==> src/rtl/psq_pkg.sv <==
package psq_pkg;

    localparam int unsigned PSQ_ELEMS  = 16;
    localparam int unsigned PSQ_GROUP  = 2;
    localparam int unsigned PSQ_EXP_W  = 8;
    localparam int unsigned PSQ_MANT_W = 8;
    localparam int unsigned PSQ_MAG_W  = 7;

    // Width of one packed block: shared exponent, one bit per group, one code per element.
    function automatic int unsigned psq_block_bits(
        input int unsigned elems,
        input int unsigned group,
        input int unsigned exp_w,
        input int unsigned mag_w
    );
        return exp_w + elems / group + elems * (mag_w + 1);
    endfunction

endpackage

==> src/rtl/psq_expsearch.sv <==
module psq_expsearch #(
    parameter int unsigned ELEMS  = 16,
    parameter int unsigned GROUP  = 2,
    parameter int unsigned EXP_W  = 8,
    parameter int unsigned MANT_W = 8
) (
    input  logic [ELEMS*EXP_W-1:0]  exp_flat,
    input  logic [ELEMS*MANT_W-1:0] mant_flat,
    output logic [EXP_W-1:0]        shared_exp,
    output logic [ELEMS/GROUP-1:0]  micro
);
    localparam int unsigned SUBS = ELEMS / GROUP;

    logic [ELEMS-1:0] elem_nz;
    logic [ELEMS-1:0] elem_below;

    // Largest exponent over the non-zero elements.
    always_comb begin
        shared_exp = '0;
        for (int i = 0; i < ELEMS; i++) begin
            elem_nz[i] = |mant_flat[i*MANT_W +: MANT_W];
            if (elem_nz[i] && (exp_flat[i*EXP_W +: EXP_W] > shared_exp)) begin
                shared_exp = exp_flat[i*EXP_W +: EXP_W];
            end
        end
    end

    // An element qualifies for the extra scale when it is zero or below the maximum.
    always_comb begin
        for (int i = 0; i < ELEMS; i++) begin
            elem_below[i] = !elem_nz[i] || (exp_flat[i*EXP_W +: EXP_W] < shared_exp);
        end
    end

    genvar p;
    generate
        for (p = 0; p < SUBS; p++) begin : g_grp
            assign micro[p] = (shared_exp != '0) && (&elem_below[p*GROUP +: GROUP]);
        end
    endgenerate

endmodule

==> src/rtl/psq_round.sv <==
module psq_round #(
    parameter int unsigned EXP_W  = 8,
    parameter int unsigned MANT_W = 8,
    parameter int unsigned MAG_W  = 7
) (
    input  logic [EXP_W-1:0]  shared_exp,
    input  logic              micro,
    input  logic              sign,
    input  logic [EXP_W-1:0]  exp,
    input  logic [MANT_W-1:0] mant,
    output logic [MAG_W:0]    code
);
    localparam int unsigned SH_W = EXP_W + 1;
    localparam logic [MANT_W:0] MAG_MAX = (MANT_W + 1)'((1 << MAG_W) - 1);

    logic [SH_W-1:0]       shift;
    logic [2*MANT_W-1:0]   ext;
    logic [MANT_W-1:0]     trunc;
    logic [MANT_W-1:0]     rem;
    logic                  rnd_up;
    logic [MANT_W:0]       sum;
    logic [MAG_W-1:0]      mag;

    // Distance from the element's own scale to the pair scale.
    assign shift = {1'b0, shared_exp} - {{EXP_W{1'b0}}, micro} - {1'b0, exp};

    // Shift with a guard field below the binary point so the dropped bits stay visible.
    assign ext   = {mant, {MANT_W{1'b0}}} >> shift;
    assign trunc = ext[2*MANT_W-1:MANT_W];
    assign rem   = ext[MANT_W-1:0];

    // Nearest, ties go to the even neighbour.
    assign rnd_up = rem[MANT_W-1] & ((|rem[MANT_W-2:0]) | trunc[0]);
    assign sum    = {1'b0, trunc} + {{MANT_W{1'b0}}, rnd_up};

    assign mag  = (sum > MAG_MAX) ? MAG_MAX[MAG_W-1:0] : sum[MAG_W-1:0];
    assign code = {sign & (|mag), mag};

endmodule

==> src/rtl/psq_pack.sv <==
module psq_pack #(
    parameter int unsigned ELEMS = 16,
    parameter int unsigned GROUP = 2,
    parameter int unsigned EXP_W = 8,
    parameter int unsigned MAG_W = 7
) (
    input  logic [EXP_W-1:0]               shared_exp,
    input  logic [ELEMS/GROUP-1:0]         micro,
    input  logic [ELEMS*(MAG_W+1)-1:0]     codes,
    output logic [EXP_W+ELEMS/GROUP+ELEMS*(MAG_W+1)-1:0] block
);
    localparam int unsigned SUBS   = ELEMS / GROUP;
    localparam int unsigned CODE_W = MAG_W + 1;
    localparam int unsigned BASE   = EXP_W + SUBS;

    assign block[EXP_W-1:0]    = shared_exp;
    assign block[BASE-1:EXP_W] = micro;

    genvar i;
    generate
        for (i = 0; i < ELEMS; i++) begin : g_elem
            assign block[BASE + i*CODE_W +: CODE_W] = codes[i*CODE_W +: CODE_W];
        end
    endgenerate

endmodule

==> src/rtl/psq_quantizer.sv <==
module psq_quantizer
    import psq_pkg::*;
#(
    parameter int unsigned ELEMS  = PSQ_ELEMS,
    parameter int unsigned GROUP  = PSQ_GROUP,
    parameter int unsigned EXP_W  = PSQ_EXP_W,
    parameter int unsigned MANT_W = PSQ_MANT_W,
    parameter int unsigned MAG_W  = PSQ_MAG_W
) (
    input  logic                       clk,
    input  logic                       rst_n,
    input  logic                       in_valid,
    output logic                       in_ready,
    input  logic [ELEMS-1:0]           in_sign,
    input  logic [ELEMS*EXP_W-1:0]     in_exp,
    input  logic [ELEMS*MANT_W-1:0]    in_mant,
    output logic                       out_valid,
    input  logic                       out_ready,
    output logic [psq_block_bits(ELEMS, GROUP, EXP_W, MAG_W)-1:0] out_block
);
    localparam int unsigned SUBS   = ELEMS / GROUP;
    localparam int unsigned CODE_W = MAG_W + 1;
    localparam int unsigned BLK_W  = psq_block_bits(ELEMS, GROUP, EXP_W, MAG_W);
    localparam int unsigned BASE   = EXP_W + SUBS;

    logic adv;
    assign adv      = out_ready;
    assign in_ready = out_ready;

    // ---------------- stage 1: exponent search ----------------
    logic [EXP_W-1:0]        srch_shared;
    logic [SUBS-1:0]         srch_micro;

    psq_expsearch #(
        .ELEMS (ELEMS),
        .GROUP (GROUP),
        .EXP_W (EXP_W),
        .MANT_W(MANT_W)
    ) u_search (
        .exp_flat  (in_exp),
        .mant_flat (in_mant),
        .shared_exp(srch_shared),
        .micro     (srch_micro)
    );

    logic                    s1_v;
    logic [ELEMS-1:0]        s1_sign;
    logic [ELEMS*EXP_W-1:0]  s1_exp;
    logic [ELEMS*MANT_W-1:0] s1_mant;
    logic [EXP_W-1:0]        s1_shared;
    logic [SUBS-1:0]         s1_micro;

    always_ff @(posedge clk or negedge rst_n) begin
        if (!rst_n) begin
            s1_v <= 1'b0;
        end else if (adv) begin
            s1_v <= in_valid;
        end
    end

    always_ff @(posedge clk) begin
        if (adv) begin
            s1_sign   <= in_sign;
            s1_exp    <= in_exp;
            s1_mant   <= in_mant;
            s1_shared <= srch_shared;
            s1_micro  <= srch_micro;
        end
    end

    // ---------------- stage 2: shift and round ----------------
    logic [ELEMS*CODE_W-1:0] rnd_codes;

    genvar i;
    generate
        for (i = 0; i < ELEMS; i++) begin : g_rnd
            psq_round #(
                .EXP_W (EXP_W),
                .MANT_W(MANT_W),
                .MAG_W (MAG_W)
            ) u_round (
                .shared_exp(s1_shared),
                .micro     (s1_micro[i/GROUP]),
                .sign      (s1_sign[i]),
                .exp       (s1_exp[i*EXP_W +: EXP_W]),
                .mant      (s1_mant[i*MANT_W +: MANT_W]),
                .code      (rnd_codes[i*CODE_W +: CODE_W])
            );
        end
    endgenerate

    logic                    s2_v;
    logic [ELEMS*CODE_W-1:0] s2_codes;
    logic [EXP_W-1:0]        s2_shared;
    logic [SUBS-1:0]         s2_micro;

    always_ff @(posedge clk or negedge rst_n) begin
        if (!rst_n) begin
            s2_v <= 1'b0;
        end else if (adv) begin
            s2_v <= s1_v;
        end
    end

    always_ff @(posedge clk) begin
        if (adv) begin
            s2_codes  <= rnd_codes;
            s2_shared <= s1_shared;
            s2_micro  <= s1_micro;
        end
    end

    // ---------------- stage 3: pack ----------------
    logic [BLK_W-1:0] pk_block;

    psq_pack #(
        .ELEMS(ELEMS),
        .GROUP(GROUP),
        .EXP_W(EXP_W),
        .MAG_W(MAG_W)
    ) u_pack (
        .shared_exp(s2_shared),
        .micro     (s2_micro),
        .codes     (s2_codes),
        .block     (pk_block)
    );

    always_ff @(posedge clk or negedge rst_n) begin
        if (!rst_n) begin
            out_valid <= 1'b0;
        end else if (adv) begin
            out_valid <= s2_v;
        end
    end

    always_ff @(posedge clk) begin
        if (adv) begin
            out_block <= pk_block;
        end
    end

    // ---------------- checks ----------------
    logic chk_search_ok;
    logic chk_micro_ok;
    logic chk_sign_ok;

    // Stage-1 registers against the element data they were derived from.
    always_comb begin
        logic any_nz;
        logic hit;
        chk_search_ok = 1'b1;
        any_nz        = 1'b0;
        hit           = 1'b0;
        for (int k = 0; k < ELEMS; k++) begin
            if (|s1_mant[k*MANT_W +: MANT_W]) begin
                any_nz = 1'b1;
                if (s1_exp[k*EXP_W +: EXP_W] > s1_shared) chk_search_ok = 1'b0;
                if (s1_exp[k*EXP_W +: EXP_W] == s1_shared) hit = 1'b1;
            end
        end
        if (any_nz && !hit) chk_search_ok = 1'b0;
        if (!any_nz && (s1_shared != '0)) chk_search_ok = 1'b0;
    end

    always_comb begin
        chk_micro_ok = 1'b1;
        for (int p = 0; p < SUBS; p++) begin
            logic room;
            room = (s1_shared != '0);
            for (int q = 0; q < GROUP; q++) begin
                if ((|s1_mant[(p*GROUP+q)*MANT_W +: MANT_W]) &&
                    !(s1_exp[(p*GROUP+q)*EXP_W +: EXP_W] < s1_shared)) begin
                    room = 1'b0;
                end
            end
            if (s1_micro[p] != room) chk_micro_ok = 1'b0;
        end
    end

    always_comb begin
        chk_sign_ok = 1'b1;
        for (int k = 0; k < ELEMS; k++) begin
            if ((out_block[BASE + k*CODE_W +: MAG_W] == '0) && out_block[BASE + k*CODE_W + MAG_W]) begin
                chk_sign_ok = 1'b0;
            end
        end
    end

    assert_search_max_R1: assert property (@(posedge clk) disable iff (!rst_n)
        s1_v |-> chk_search_ok);

    assert_micro_rule_R2: assert property (@(posedge clk) disable iff (!rst_n)
        s1_v |-> chk_micro_ok);

    assert_zero_sign_R5: assert property (@(posedge clk) disable iff (!rst_n)
        out_valid |-> chk_sign_ok);

    assert_latency_R8: assert property (@(posedge clk) disable iff (!rst_n)
        (in_valid && in_ready) ##1 out_ready ##1 out_ready |=> out_valid);

    assert_hold_R9: assert property (@(posedge clk) disable iff (!rst_n)
        (out_valid && !out_ready) |=> (out_valid && $stable(out_block)));

endmodule

==> config.mk <==
export PLATFORM = sky130hd
export DESIGN_NAME = psq_quantizer
export DESIGN_NICKNAME = d
export VERILOG_FILES = /design/src/rtl/psq_pkg.sv /design/src/rtl/psq_expsearch.sv /design/src/rtl/psq_round.sv /design/src/rtl/psq_pack.sv /design/src/rtl/psq_quantizer.sv
export SDC_FILE = /design/constraint.sdc
export NUM_CORES = 2
export LEC_CHECK = 0
export BUFFER_PORTS_ARGS = -buffer_cell sky130_fd_sc_hd__buf_2
export CAP_MARGIN = 10
export CORE_MARGIN = 3
export CORE_UTILIZATION = 45
export CTS_CLUSTER_DIAMETER = 40
export CTS_CLUSTER_SIZE = 10
export DETAILED_ROUTE_END_ITERATION = 6
export PLACE_DENSITY = 0.66
export SYNTH_ARGS = -nofsm -noshare
export SYNTH_HDL_FRONTEND = slang
export SYNTH_SLANG_ARGS = --single-unit
==> constraint.sdc <==
create_clock -name clk -period 5.95 [get_ports clk]
set_clock_uncertainty 0.2 [all_clocks]
set_input_delay 1.19 -clock clk [delete_from_list [all_inputs] [get_ports clk]]
set_output_delay 1.19 -clock clk [all_outputs]
set_load 0.005 [all_outputs]
==> metrics.cfg <==
[worst_setup_path]
max_stage_delay_ns=0.53
worstPathRequired_ns=6.22
cp-end-kind=register
cp.arrival_ns=28.26
r2r.worst_path.cells=25
cpMostUsedCell=buf_4
critPathSlowestCell=or4_4
critPathMaxFanout=8
cp-start-kind=primary input
criticalPathCategory=in -> reg

[timing]
finalWorstSetupSlack_ns=-22.04
maxSlewHeadroom_pct=24.6
rsz0062_at_grt=yes
fin_crit_ns=27.99
worst_pin_slew_ns=1.13
fmax_mhz=35.7
drv_slew=0
finalCritPeriodShare_pct=470
fin_tns_setup_ns=-344.46
timing.final.hold_violations=0
setup_violations=16

[clocking]
cts_tree=built
clkTransAtPathRegs_ns=0.05
postCtsHoldBufs=0
h-tree-depth=3
cts_buffer_depth=3
cts_root_buffer=clkbuf_16
cts_buffers=101
clkSinkCount=579
insertion_delay_ns=0.69

[global_route]
grt_pass1_wl_um=195000
grt_use_met1_pct=33.4
grt_pass1_vias=35000
gr-usage-met3_pct=6.48
grt.overflow.total=0
grt.total_usage_pct=26.9
grt_max_degree=174
antenna_found_initial=48
use_met2_pct=44.8
gr-max-usage-layer=met2

[floorplanning]
die_area_um2=94000
num_rows=109
initial_core_util_pct=45.7
die_h_um=307
core_area_um2=88900
die_x_um=307
io_pins=422

[run_status]
violations=negative setup slack
status=complete, but fails checks

[synth]
syn-cell-area_um2=40700
ys_seq_elements=579
synth-edff-count=576
yosysSeqAreaShare_pct=42.7
yosys.area.top_type=edfxtp_1
synth_cell_types=111
synth_top_flop_cell=edfxtp_1
yosysWarnings=0
async_reset_ff_share_pct=0.518
syn_nets=4670
synth_top_area_share_pct=42.5
avgSynthCellArea_um2=10.1
synth_area_leaders=edfxtp_1, ha_1, nand2_1
synth.most_common_cell=edfxtp_1
syn_inst=4045
synth_commonest_cells=edfxtp_1, nand2_1, ha_1

[place]
place_hpwl_um=99700
dpl-instance-area_um2=49100
gp_congestion=0.973
numPortBuffers=421

[drt]
routedWlPerCell_um=20.2
dr.pass1.iters=5
ant_nets=0
drc=0
num_vias=36200
wl_um=132000
dr.first_iter.drc_count=2510
viasPerCell=5.55

[final_layout]
area_growth_pct=37.4
fin_nets=5883
fin_area_um2=55900
drive_gt1_share_pct=35.8

[hold_path]
hp-class=in -> async

[run]
cap_violations=0

[through the flow]
step / worst slack [ns] / utilization (%) / hold slack (ns) / std cells
after global routing: -23.25 / 62.8 / 0.0451 / 6515
after detailed placement: -23.38 / 55.2 / 0.205 / 6171
after global placement: -22.69 / 55.2 / 0.201 / 6171
after floorplan: -22.59 / - / 0.200 / 4045
after CTS: -21.51 / 61.1 / 0.0395 / 6451
final: -22.04 / 62.8 / 0.0847 / 6526
[worst max-delay path: cells and delay by family]
kind / cells / cell delay (ns)
AO/OA/AOI/OAI: 57 / 9.95
AND/OR/NAND/NOR: 49 / 6.77
buffers and inverters: 39 / 4.42
adder cells (fa/ha/maj): 15 / 3.56
multiplexers: 9 / 2.33
[repair_timing]
item | CTS | global route
cloned | 6 | 0
setup buffers | 95 | 51
pin swaps | 148 | 141
resized for setup | 217 | 229
endpoints found under the setup margin | 20 | 36
[logic make-up (layout without fill, tap and decap cells)]
logic type,Yosys count,after routing,synth area share (%)
flip-flops,579,579,42.7
other,0,26,0
adder cells (fa/ha/maj),372,372,11.6
AO/OA/AOI/OAI,899,900,14.3
AND/OR/NAND/NOR,1312,1315,15.9
multiplexers,218,218,6.01
XOR/XNOR,261,261,5.62
buffers and inverters,404,1690,3.82
[worst paths after layout]
kind                                              from                      end  slack (ns)
worst max-delay path                        in_mant[2]    s1_micro[0]$_DFFE_PP_      -22.04
worst min-delay path                             rst_n    out_valid$_DFFE_PN0P_        0.08
worst max register to register  s1_shared[0]$_DFFE_PP_   s2_codes[39]$_DFFE_PP_        0.09
worst min register to register  s2_codes[42]$_DFFE_PP_  out_block[58]$_DFFE_PP_        0.19
max in group asynchronous                        rst_n         s2_v$_DFFE_PN0P_        5.36
min in group clk                s2_codes[42]$_DFFE_PP_  out_block[58]$_DFFE_PP_        0.19
[area by class of cell]
type	count	area, um2
Antenna cell	26	65.1
Clock buffer	111	2600
Clock inverter	69	773
Fill cell	7367	33100
Inverter	302	1170
Multi-Input combinational cell	3066	24100
Sequential cell	579	17400
Tap cell	1165	1460
Timing Repair Buffer	1207	8350
Timing Repair inverter	1	16.3
[state kept, by name, summed over array words and instances, names as in the netlist]
register   flops
s1_sign       16
s1_exp       128
out_valid      1
s1_mant      128
s1_shared      8
out_block    144
s2_v           1
s1_micro       8
s2_shared      8
s2_micro       8
s1_v           1
s2_codes     128
[metal layers]
layer / part of all wire [%] / wire (um)
met2: 47 / 61900
met5: 0.17 / 222
met4: 4.6 / 6060
met1: 40 / 53100
met3: 8.0 / 10600
[layout by cell type (no fill, tap or decap), types with 79 or more instances in the layout]
| master | synthesis | layout |
|---|---|---|
| ha_4 | 0 | 79 |
| clkbuf_16 | 0 | 102 |
| edfxtp_1 | 576 | 576 |
| nor2_1 | 293 | 274 |
| buf_2 | 6 | 419 |
| a21o_1 | 115 | 115 |
| ha_1 | 333 | 245 |
| a21oi_1 | 268 | 208 |
| buf_4 | 4 | 728 |
| xor2_1 | 114 | 107 |
| nand2_1 | 408 | 391 |
| xnor2_1 | 147 | 147 |
| mux2i_1 | 112 | 102 |
| o21ai_0 | 191 | 144 |
| inv_1 | 300 | 267 |
Power is not shown: default switching activity piles up to over one toggle a cycle in this logic, so the estimate is an artifact.
